==> config.mk <==
export PLATFORM = sky130hd
export DESIGN_NAME = tri_mult
export DESIGN_NICKNAME = d
export VERILOG_FILES = /design/src/rtl/tri_mult.sv
export SDC_FILE = /design/constraint.sdc
export NUM_CORES = 1
export LEC_CHECK = 0
export BUFFER_PORTS_ARGS = -buffer_cell sky130_fd_sc_hd__buf_2
export CORE_UTILIZATION = 62
export CTS_CLUSTER_DIAMETER = 40
export CTS_CLUSTER_SIZE = 16
export DETAILED_ROUTE_END_ITERATION = 16
export GPL_ROUTABILITY_DRIVEN = 1
export GPL_TIMING_DRIVEN = 0
export PLACE_DENSITY = 0.9
export SYNTH_ARGS = -nofsm -noshare
export SYNTH_HDL_FRONTEND = slang
export SYNTH_SLANG_ARGS = --single-unit
==> constraint.sdc <==
create_clock -name clk -period 12.2 [get_ports clk]
set_clock_uncertainty 0.15 [all_clocks]
set_input_delay 2.44 -clock clk [delete_from_list [all_inputs] [get_ports clk]]
set_output_delay 2.44 -clock clk [all_outputs]
set_load 0.1 [all_outputs]
==> src/rtl/tri_mult.sv <==
`timescale 1ns/1ps
module tri_mult #(
  parameter int W       = 4,
  parameter bit OUT_REG = 1'b1
) (
  input  logic           clk,
  input  logic           rst,
  input  logic           vld_i,
  input  logic [W-1:0]   x,
  input  logic [W-1:0]   y,
  input  logic [W-1:0]   z,
  output logic           vld_o,
  output logic [3*W-1:0] prod
);
  localparam int N = 3 * W;
  localparam int Z = N - W;

  logic [N-1:0] xe, ye, ze;
  assign xe = {{Z{1'b0}}, x};
  assign ye = {{Z{1'b0}}, y};
  assign ze = {{Z{1'b0}}, z};

  // first pair: x*y accumulated through (3:2) counter rows
  logic [W:0][N-1:0] s1, c1;
  assign s1[0] = '0;
  assign c1[0] = '0;

  for (genvar j = 0; j < W; j++) begin : g_row1
    logic [N-1:0] pp;
    assign pp        = (xe & {N{y[j]}}) << j;
    assign s1[j+1]   = s1[j] ^ c1[j] ^ pp;
    assign c1[j+1]   = {(s1[j][N-2:0] & c1[j][N-2:0]) |
                        (s1[j][N-2:0] & pp[N-2:0]) |
                        (c1[j][N-2:0] & pp[N-2:0]), 1'b0};
  end

  // second pair: (s1+c1)*z through (4:2) compressor rows, two full adders each
  logic [W:0][N-1:0] s2, c2;
  assign s2[0] = '0;
  assign c2[0] = '0;

  for (genvar j = 0; j < W; j++) begin : g_row2
    logic [N-1:0] q0, q1, q2, q3, t, ci, sm;
    logic [N-2:0] co, cy;
    assign q0 = s2[j];
    assign q1 = c2[j];
    assign q2 = (s1[W] & {N{z[j]}}) << j;
    assign q3 = (c1[W] & {N{z[j]}}) << j;
    assign t  = q0 ^ q1 ^ q2;
    assign co = (q0[N-2:0] & q1[N-2:0]) | (q0[N-2:0] & q2[N-2:0]) |
                (q1[N-2:0] & q2[N-2:0]);
    assign ci = {co, 1'b0};
    assign sm = t ^ q3 ^ ci;
    assign cy = (t[N-2:0] & q3[N-2:0]) | (t[N-2:0] & ci[N-2:0]) |
                (q3[N-2:0] & ci[N-2:0]);
    assign s2[j+1] = sm;
    assign c2[j+1] = {cy, 1'b0};
  end

  // single carry-propagate step: half adder at bit 0, ripple above
  logic [N-1:0] sum;
  logic [N-1:1] rc;
  assign sum[0] = s2[W][0] ^ c2[W][0];
  assign rc[1]  = s2[W][0] & c2[W][0];
  for (genvar i = 1; i < N; i++) begin : g_cpa
    assign sum[i] = s2[W][i] ^ c2[W][i] ^ rc[i];
    if (i < N - 1) begin : g_cy
      assign rc[i+1] = (s2[W][i] & c2[W][i]) | (s2[W][i] & rc[i]) |
                       (c2[W][i] & rc[i]);
    end
  end

  a_r3_pair_sum: assert property (@(posedge clk) disable iff (rst)
    N'(s1[W] + c1[W]) == N'(xe * ye));

  if (OUT_REG) begin : g_reg
    always_ff @(posedge clk) begin
      if (rst) begin
        prod  <= '0;
        vld_o <= 1'b0;
      end else begin
        prod  <= sum;
        vld_o <= vld_i;
      end
    end

    a_r1_registered_product: assert property (@(posedge clk) disable iff (rst)
      1'b1 |=> prod == $past(N'(xe * ye * ze)));
    a_r5_valid_latency: assert property (@(posedge clk) disable iff (rst)
      1'b1 |=> vld_o == $past(vld_i));
    a_r6_reset_clear: assert property (@(posedge clk)
      rst |=> (prod == '0) && !vld_o);
  end else begin : g_comb
    assign prod  = sum;
    assign vld_o = vld_i;
  end
endmodule

# --- Yosys cells after proc, flatten, opt, wreduce, memory -nomap -nowiden ---
# Cells that the tools add are included.
op_classes:
  mux: 0
  n_shift: 0
  eq_ne: 0
  reduce_logical: 0
  addsub: 0
  multipliers: 0
  n_lt_le_gt_ge: 0
  div_mod_pow: 0
  bitwise: 139
ops:
  columns: ["cell", "count"]
  rows:
  - ["11-bit bitwise AND", 28]
  - ["12-bit bitwise XOR", 18]
  - ["11-bit OR", 16]
  - ["1-bit bitwise AND", 28]
  - ["12-bit bitwise AND", 2]
  - ["1-bit bitwise XOR", 21]
  - ["10-bit bitwise AND", 2]
  - ["9-bit bitwise AND", 2]
  - ["1-bit OR", 18]
  - ["4-bit by 12-bit bitwise AND with 12-bit output", 1]
  - ["4-bit by 11-bit bitwise AND with 11-bit output", 1]
  - ["4-bit by 10-bit bitwise AND with 10-bit output", 1]
  - ["4-bit by 9-bit bitwise AND with 9-bit output", 1]
totals:
  n_memories: 0
  romBits: 0
  ff_bits: 13
  mem_bits_rw: 0
  latchBits: 0
  elab_cells: 141
  out_inout_bits: 13

# --- Depth between registers and ports, before layout ---
# Gate-level depths: netlist of run 1.
depth:
  ltp_word: 57
  depth_mapped: 26
  mapped_depth_nobuf: 26

# --- Least setup slack after synthesis of run 1 ---
# No wires, ideal clock.
synth_path:
  path_type: "input port to flip-flop"
  start: "input y[1]"
  end: "register prod[10]"
  arrival_ns: 8.598
  cell_stages: 24
  path_buffers: 0
  t_required_ns: 11.932
  path_slack_ns: 3.334
  cell_sequence: "nand4_1 -> fa_1 -> fa_1 -> nor2b_1 -> ha_1 -> inv_1 -> fa_1 -> fa_1 -> fa_1 -> inv_1 -> ha_1 -> inv_1 -> fa_1 -> inv_1 -> ha_1 -> ha_1 -> inv_1 -> fa_1 -> fa_1 -> fa_1 -> inv_1 -> fa_1 -> fa_1 -> nor2b_1"
synth_via:
  elab_chain_len: 46
  word_cells_on_any_way: 112
synth_lines:
  columns: ["item", "line_no", "source"]
  rows:
  - ["start, declared", "10", "input logic [W-1:0] y,"]
  - ["4-bit by 11-bit bitwise AND with 11-bit output *", "30", "assign pp = (xe & {N{y[j]}}) << j;"]
  - ["12-bit bitwise XOR", "31", "assign s1[j+1] = s1[j] ^ c1[j] ^ pp;"]
  - ["11-bit bitwise AND (tied with other cells)", "32", "assign c1[j+1] = {(s1[j][N-2:0] & c1[j][N-2:0]) |"]
  - ["11-bit OR or 12-bit bitwise XOR (tied branches)", "32, 31", null]
  - ["11-bit OR (tied with other cells)", "33", "(s1[j][N-2:0] & pp[N-2:0]) |"]
  - ["12-bit bitwise XOR or 11-bit OR (tied branches)", "31, 32", null]
  - ["12-bit bitwise XOR (tied with other cells)", "31", null]
  - ["12-bit bitwise AND (tied with other cells)", "47", "assign q2 = (s1[W] & {N{z[j]}}) << j;"]
  - ["[28 not listed]", null, null]
  - ["1-bit bitwise AND", "68", "assign rc[i+1] = (s2[W][i] & c2[W][i]) | (s2[W][i] & rc[i]) |"]
  - ["1-bit OR (2 in series)", "68", null]
  - ["1-bit bitwise AND", "68", null]
  - ["1-bit OR (2 in series)", "68", null]
  - ["1-bit bitwise AND", "68", null]
  - ["1-bit OR (2 in series)", "68", null]
  - ["1-bit bitwise XOR *", "66", "assign sum[i] = s2[W][i] ^ c2[W][i] ^ rc[i];"]
  - ["net sum[10]", "61", "logic [N-1:0] sum;"]
  - ["end signal, assigned", "82", "prod <= sum;"]
  - ["end, declared", "13", "output logic [3*W-1:0] prod"]
# The timed path passes the listed nets; every way through them passes the cells marked *.
# A chain may end at the register's enable or synchronous reset.

# --- Worst setup path in the final report of run 1 ---
layout_path:
  start: "input y[0]"
  end: "register prod[10]"
layout_via:
  elab_chain_len: 47
  word_cells_on_any_way: 112
layout_lines:
  columns: ["item", "line_no"]
  rows:
  - ["4-bit by 12-bit bitwise AND with 12-bit output *", "30"]
  - ["12-bit bitwise XOR", "31"]
  - ["11-bit bitwise AND (tied with other cells)", "32"]
  - ["11-bit OR or 12-bit bitwise XOR (tied branches)", "32, 31"]
  - ["11-bit OR (tied with other cells)", "33"]
  - ["11-bit bitwise AND (tied with other cells)", "32"]
  - ["11-bit OR (tied with other cells)", "32"]
  - ["11-bit OR (tied with other cells)", "33"]
  - ["[29 not listed]", null]
  - ["1-bit bitwise AND", "68"]
  - ["1-bit OR (2 in series)", "68"]
  - ["1-bit bitwise AND", "68"]
  - ["1-bit OR (2 in series)", "68"]
  - ["1-bit bitwise AND", "68"]
  - ["1-bit OR (2 in series)", "68"]
  - ["1-bit bitwise XOR *", "66"]
  - ["net sum[10]", "61"]
# Marks and branches as above.

==> results of run 1 <==
## cell families after synthesis
| logic type | synth area share, % |
|---|---|
| AND/OR/NAND/NOR | 22.5 |
| adder cells (fa/ha/maj) | 54.2 |
| buffers and inverters | 7.40 |
| flip-flops | 14.9 |
| XOR/XNOR | 1.01 |
## flip-flops by register name, indices dropped and copies added (netlist names)
register,flops
prod,12
vld_o,1
## cells in the mapped netlist
master	n	area (um^2)
sky130_fd_sc_hd__and2_1	8	50.1
sky130_fd_sc_hd__and2_2	1	7.51
sky130_fd_sc_hd__and3_1	5	31.3
sky130_fd_sc_hd__and3_2	1	7.51
sky130_fd_sc_hd__and4b_2	1	11.3
sky130_fd_sc_hd__buf_2	1	5.00
sky130_fd_sc_hd__dfxtp_1	13	260
sky130_fd_sc_hd__fa_1	34	681
sky130_fd_sc_hd__ha_1	21	263
sky130_fd_sc_hd__inv_1	33	124
sky130_fd_sc_hd__nand2_1	13	48.8
sky130_fd_sc_hd__nand2b_1	11	68.8
sky130_fd_sc_hd__nand3_1	1	5.00
sky130_fd_sc_hd__nand4_1	2	12.5
sky130_fd_sc_hd__nor2_1	3	11.3
sky130_fd_sc_hd__nor2b_1	22	138
sky130_fd_sc_hd__xnor2_1	1	8.76
sky130_fd_sc_hd__xor2_1	1	8.76
## critical path, cell delays in order
cell                      delay, ns
sky130_fd_sc_hd__buf_2         0.17
sky130_fd_sc_hd__nand2_1       0.09
sky130_fd_sc_hd__xnor2_1       0.18
sky130_fd_sc_hd__fa_1          0.45
sky130_fd_sc_hd__fa_1          0.43
sky130_fd_sc_hd__nor2b_1       0.15
sky130_fd_sc_hd__ha_1          0.17
sky130_fd_sc_hd__inv_1         0.05
sky130_fd_sc_hd__fa_1          0.51
sky130_fd_sc_hd__fa_1          0.43
sky130_fd_sc_hd__fa_1          0.49
sky130_fd_sc_hd__inv_1         0.04
sky130_fd_sc_hd__ha_1          0.26
sky130_fd_sc_hd__inv_1         0.05
sky130_fd_sc_hd__fa_1          0.47
sky130_fd_sc_hd__inv_1         0.04
sky130_fd_sc_hd__ha_1          0.26
sky130_fd_sc_hd__ha_1          0.13
sky130_fd_sc_hd__inv_1         0.05
sky130_fd_sc_hd__fa_1          0.46
sky130_fd_sc_hd__fa_1          0.48
sky130_fd_sc_hd__fa_1          0.44
sky130_fd_sc_hd__inv_1         0.11
sky130_fd_sc_hd__fa_1          0.21
sky130_fd_sc_hd__fa_1          0.39
sky130_fd_sc_hd__nor2b_1       0.14
## cells in the final DEF, fill, tap and decap left out, types with 2 or more instances in the layout
cell type                  count
sky130_fd_sc_hd__dfxtp_1      13
sky130_fd_sc_hd__ha_1         21
sky130_fd_sc_hd__nor2b_1      22
sky130_fd_sc_hd__nand2b_1     11
sky130_fd_sc_hd__inv_1        33
sky130_fd_sc_hd__buf_2        28
sky130_fd_sc_hd__fa_1         34
sky130_fd_sc_hd__and2_1        8
sky130_fd_sc_hd__and3_1        5
sky130_fd_sc_hd__clkbuf_4      3
sky130_fd_sc_hd__nand4_1       2
sky130_fd_sc_hd__nor2_1        3
sky130_fd_sc_hd__nand2_1      13
## power breakdown
part	total, mW	switching [mW]	internal, mW
Combinational	0.218	0.150	0.0687
Sequential	0.0554	0.00227	0.0531
Clock	0.0266	0.0140	0.0127
## metal layers
metal / GRT usage, % / wire length [um]
met1: 32.4 / 1320
met2: 50.2 / 1820
met5: 0 / 0
met3: 4.92 / 80
met4: 7.08 / 85
## per-stage QoR
step / worst slack [ns] / area [um^2]
after floorplan: 3.33 / 1740
after global placement: 2.94 / 1910
after detailed placement: 2.81 / 1910
after CTS: 3.10 / 1940
after global routing: 2.78 / 1940
final: 3.11 / 1940
## path summary, 6_finish.rpt
path / end / slack, ns / depth (start not counted)
setup / recovery: prod[10] / 3.11 / 26
hold / removal: vld_o / 2.22 / 2
## final cells by class
class	instances	share of cell area (%)
Clock buffer	4	1.35
Inverter	33	6.38
Multi-Input combinational cell	125	69.7
Timing Repair Buffer	27	6.96
Sequential cell	13	13.4
Buffer	1	0.258
Tap cell	30	1.93
==> metrics.yaml, run 1 <==
global_route:
  grt_overflow_total: 0
  grt_pass1_vias: 1324
  initial_antenna_violation_count: 0
  global_route.usage.total_pct: 27.3
  pin_count_of_the_biggest_net_entering_global_routing: 11
  first_pass_grt_wire_length_um: 5750
timing:
  finalWorstPathRequiredPeriod_ns: 9.09
  unrepaired_setup_endpoints_after_global_routing: "false"
  finalCritPeriodShare_pct: 74.5
  final.setup.tns_ns: 0
  clock.fmax_mhz: 110
  hold_ws_ns: 2.22
  timing.final.max_slew_violations: 0
  worstMarginPinSlew_ns: 0.496
  final_hold_viol_count: 0
  setup-violations-final: 0
  relSlewSlack_pct: 67.1
final_layout:
  area_delta_synth_final_pct: 11.4
  multi_input_comb_area_mm2: 0.00135
  seq_area_um2: 260
  diode_insertion_count_for_antenna_repair: 0
  filler_free_cell_count_of_the_finished_design: 233
  final_layout_size_suffix_gt1_share_pct: 16.7
  layout.filler_cells: 172
  core_utilization_of_the_finished_layout_pct: 75.6
  num-nets-final: 274
route:
  detail_route.wirelength_um: 3300
  num_vias: 1242
  wl_per_cell_um: 14.2
  drtIter0Drc: 25
  post_drt_via_cell_ratio: 5.33
  drc: 0
  antenna_left: 0
  drt-pass1-iter-count: 4
clocking:
  cts_setup_buffers: 0
  tritoncts: "done"
  cts-buffers-inserted: 3
  cts_num_sinks: 13
  clock_transition_at_the_register_clock_pins_on_the_worst_setup_and_hold_paths_after_cts_ns: 0.08
  cts_buffer_depth: 2
  number_of_hold_buffers_added_after_cts: 0
  cts.root.buffer_cell: "sky130_fd_sc_hd__clkbuf_4"
  number_of_h_tree_branching_levels: 1
  post_cts_resize_count: 0
floorplanning:
  row_count: 18
  die-height_um: 55
  fp.coreArea_mm2: 0.00257
  floorplan.initialDensity_pct: 67.8
  fp.dieW_um: 55
  top_level_ports: 28
  die_area_mm2: 0.00303
pwr:
  finalPower_mw: 0.300
  leakage_nw: 0.984
  vdd_drop_max_mv: 0.293
  power-per-cell-area_mw_per_mm2: 155
logic_synthesis:
  synth.avg_cell_area_um2: 10.1
  synth_nets: 242
  ys_ff_latch: 13
  netlist_area_mm2: 0.00174
  netlist_instances: 172
  synthesis.yosys.warnings: 0
  synth.yosys.seq_area_share_pct: 14.9
  netlist-cell-type-count: 18
place:
  dp_hpwl_um: 2790
  place_inst: 229
  globalplace.congestion: 0.836
  port_buffers: 27
outcome:
  run_status: "completed"
setup_path:
  critPathArrivalTime_ns: 9.11
  startpoint: "y[0]"
  end_kind: "register"
  timing.setup.critical_path_class: "primary input to register"
  crit_path_max_fanout: 9
  start_kind: "primary input"
  worst-endpoint-required_ns: 12.21
worst_hold_path:
  worst_min_delay_path_category: "primary input to register"
  worstHoldStart: "rst"
job:
  drv.max_cap_violation_count: 0
Note: power is estimated with default switching activity, not from simulation.
==> run 2: changes to the inputs <==
Settings changed: CORE_UTILIZATION 62 to 57, PLACE_DENSITY 0.9 to 0.84.
Clock period 12.2 ns to 8.4 ns, I/O delays scaled along.
==> run 2 against run 1 <==
  * The flow now finishes with violations (design-rule violations)
  * Clock power rose by 45%
  * Critical path depth did not move
  * Sequential cell count did not move
  * Sequential power rose by 45%
  * Cell count rose by 0.43%
  * Global-route usage fell by 4.7 points
==> metrics.yaml, run 2 (synthesis results as in run 1) <==
pwr:
  cellInternalPower_mw: 0.200
  leakage_nw: 0.983
  power-per-cell-area_mw_per_mm2: 227
  switching_power_mw: 0.243
  share_seq_of_total_power_pct: 18.1
  vdd_drop_max_mv: 0.164
  finalPower_mw: 0.443
  p_clk_share_pct: 8.7
  power.combinational.fraction_pct: 73.2
  power.switching_fraction_pct: 54.9
clocking:
  clock_transition_at_the_register_clock_pins_on_the_worst_setup_and_hold_paths_after_cts_ns: 0.07
  tritoncts: "done"
  cts_num_sinks: 13
  number_of_h_tree_branching_levels: 1
  cts-buffers-inserted: 3
  cts.root.buffer_cell: "sky130_fd_sc_hd__clkbuf_4"
  cts_buffer_depth: 2
global_route:
  grt_overflow_total: 0
  global_route.usage.total_pct: 22.5
  first_pass_grt_wire_length_um: 5560
  pin_count_of_the_biggest_net_entering_global_routing: 11
  initial_antenna_violation_count: 0
  grt_pass1_vias: 1276
timing:
  finalCritPeriodShare_pct: 97.0
  setup-violations-final: 0
  relSlewSlack_pct: 67.5
  timing.final.max_slew_violations: 0
  final_hold_viol_count: 0
  clock.fmax_mhz: 123
  unrepaired_setup_endpoints_after_global_routing: "false"
  worstMarginPinSlew_ns: 0.491
  finalWorstSetupSlack_ns: 0.256
  finalWorstPathRequiredPeriod_ns: 8.14
floorplanning:
  top_level_ports: 28
  fp.dieW_um: 57.3
  die_area_mm2: 0.00328
  row_count: 19
  floorplan.initialDensity_pct: 61.6
  fp.coreArea_mm2: 0.00283
  die-height_um: 57.3
outcome:
  violations: "design-rule violations"
  run_status: "complete, but fails checks"
final_layout:
  most_used_cells_in_the_layout_excluding_fill_and_tap_cells: "33 x sky130_fd_sc_hd__inv_1, 30 x sky130_fd_sc_hd__fa_1, 27 x sky130_fd_sc_hd__buf_2"
  final_common_cell: "sky130_fd_sc_hd__inv_1"
  registers.top_by_ff_count: "prod"
  area_delta_synth_final_pct: 12.2
  final_layout_size_suffix_gt1_share_pct: 18.7
  diode_insertion_count_for_antenna_repair: 0
  num-nets-final: 274
  largest_register_ffs: 12
  reg.largest.list: "prod x12, vld_o x1"
setup_path:
  end_kind: "register"
  standard_cell_with_the_maximum_stage_delay_on_the_critical_path: "sky130_fd_sc_hd__fa_1"
  critPathArrivalTime_ns: 8.15
  start_kind: "primary input"
  crit_path_max_fanout: 9
  worst-endpoint-required_ns: 8.41
  critical_path.most_common_cell: "sky130_fd_sc_hd__fa_1"
  timing.setup.critical_path_class: "primary input to register"
  critPathMaxStageDelay_ns: 0.51
  top_family_by_delay_on_critical_path: "adder cells"
  worstPathBufferInverterCount: 7
place:
  dp_hpwl_um: 2700
  globalplace.congestion: 0.885
  dpl_worst_slack_ns: -0.188
  port_buffers: 27
route:
  detail_route.wirelength_um: 3070
  drt-pass1-iter-count: 10
  num_vias: 1180
  wl_per_cell_um: 13.1
  drtIter0Drc: 33
  post_drt_via_cell_ratio: 5.04
  drc: 2
  antenna_left: 0
job:
  drv.max_cap_violation_count: 0
worst_hold_path:
  worst_min_delay_path_category: "primary input to register"
## run 2: cell count changes in the layout (fill, tap and decap cells not counted), sizes merged
cell,before,now
clkbuf,4,5
buf,28,27
## run 2: area by class of cell
class,instances,area (um^2)
Fill cell,231,875
Timing Repair Buffer,27,138
Inverter,33,124
Sequential cell,13,260
Tap cell,31,38.8
Clock buffer,4,26.3
Buffer,1,5.00
Multi-Input combinational cell,125,1360
## run 2: stage by stage
step	util (%)	instances	hold WS (ns)	instance area (um^2)	TNS (ns)
6_report	69.1	234	1.46	1950	0
2_1_floorplan	-	172	1.60	1740	0
5_1_grt	69.1	234	1.45	1950	0
4_1_cts	68.6	234	1.45	1940	0
3_3_place_gp	67.7	230	1.73	1920	-0.115
3_5_place_dp	67.7	230	1.74	1920	-0.188
## run 2: routing by layer
layer | wire length [um] | part of all wire, % | track usage (%) | vias up
li1 | - | - | - | 580
met1 | 1230 | 40 | 27.7 | 572
met2 | 1730 | 56 | 43.2 | 28
met3 | 108 | 3.5 | 4.08 | 0
met4 | 0 | 0 | 1.05 | 0
met5 | 0 | 0 | 0 | -
## run 2: final timing paths
kind | startpoint | endpoint | slack (ns) | cells past startpoint
max | y[0] | prod[10] | 0.26 | 26
min | rst | vld_o | 1.46 | 2
## run 2: timing repair
item,4_1_cts,5_1_grt
hold buffers,0,0
setup buffers,0,0
endpoints found under the hold margin,0,0
gates resized for setup,0,5
setup endpoints to repair,0,1
## run 2: power groups by stage
stage	clock (mW)	sequential, mW	combinational, mW
after floorplan	0	0.189	0.146
final	0.0386	0.0802	0.324
after detailed placement	0	0.0818	0.324
after global placement	0	0.0809	0.309
after global routing	0.0434	0.0812	0.362
after CTS	0.0393	0.0804	0.324
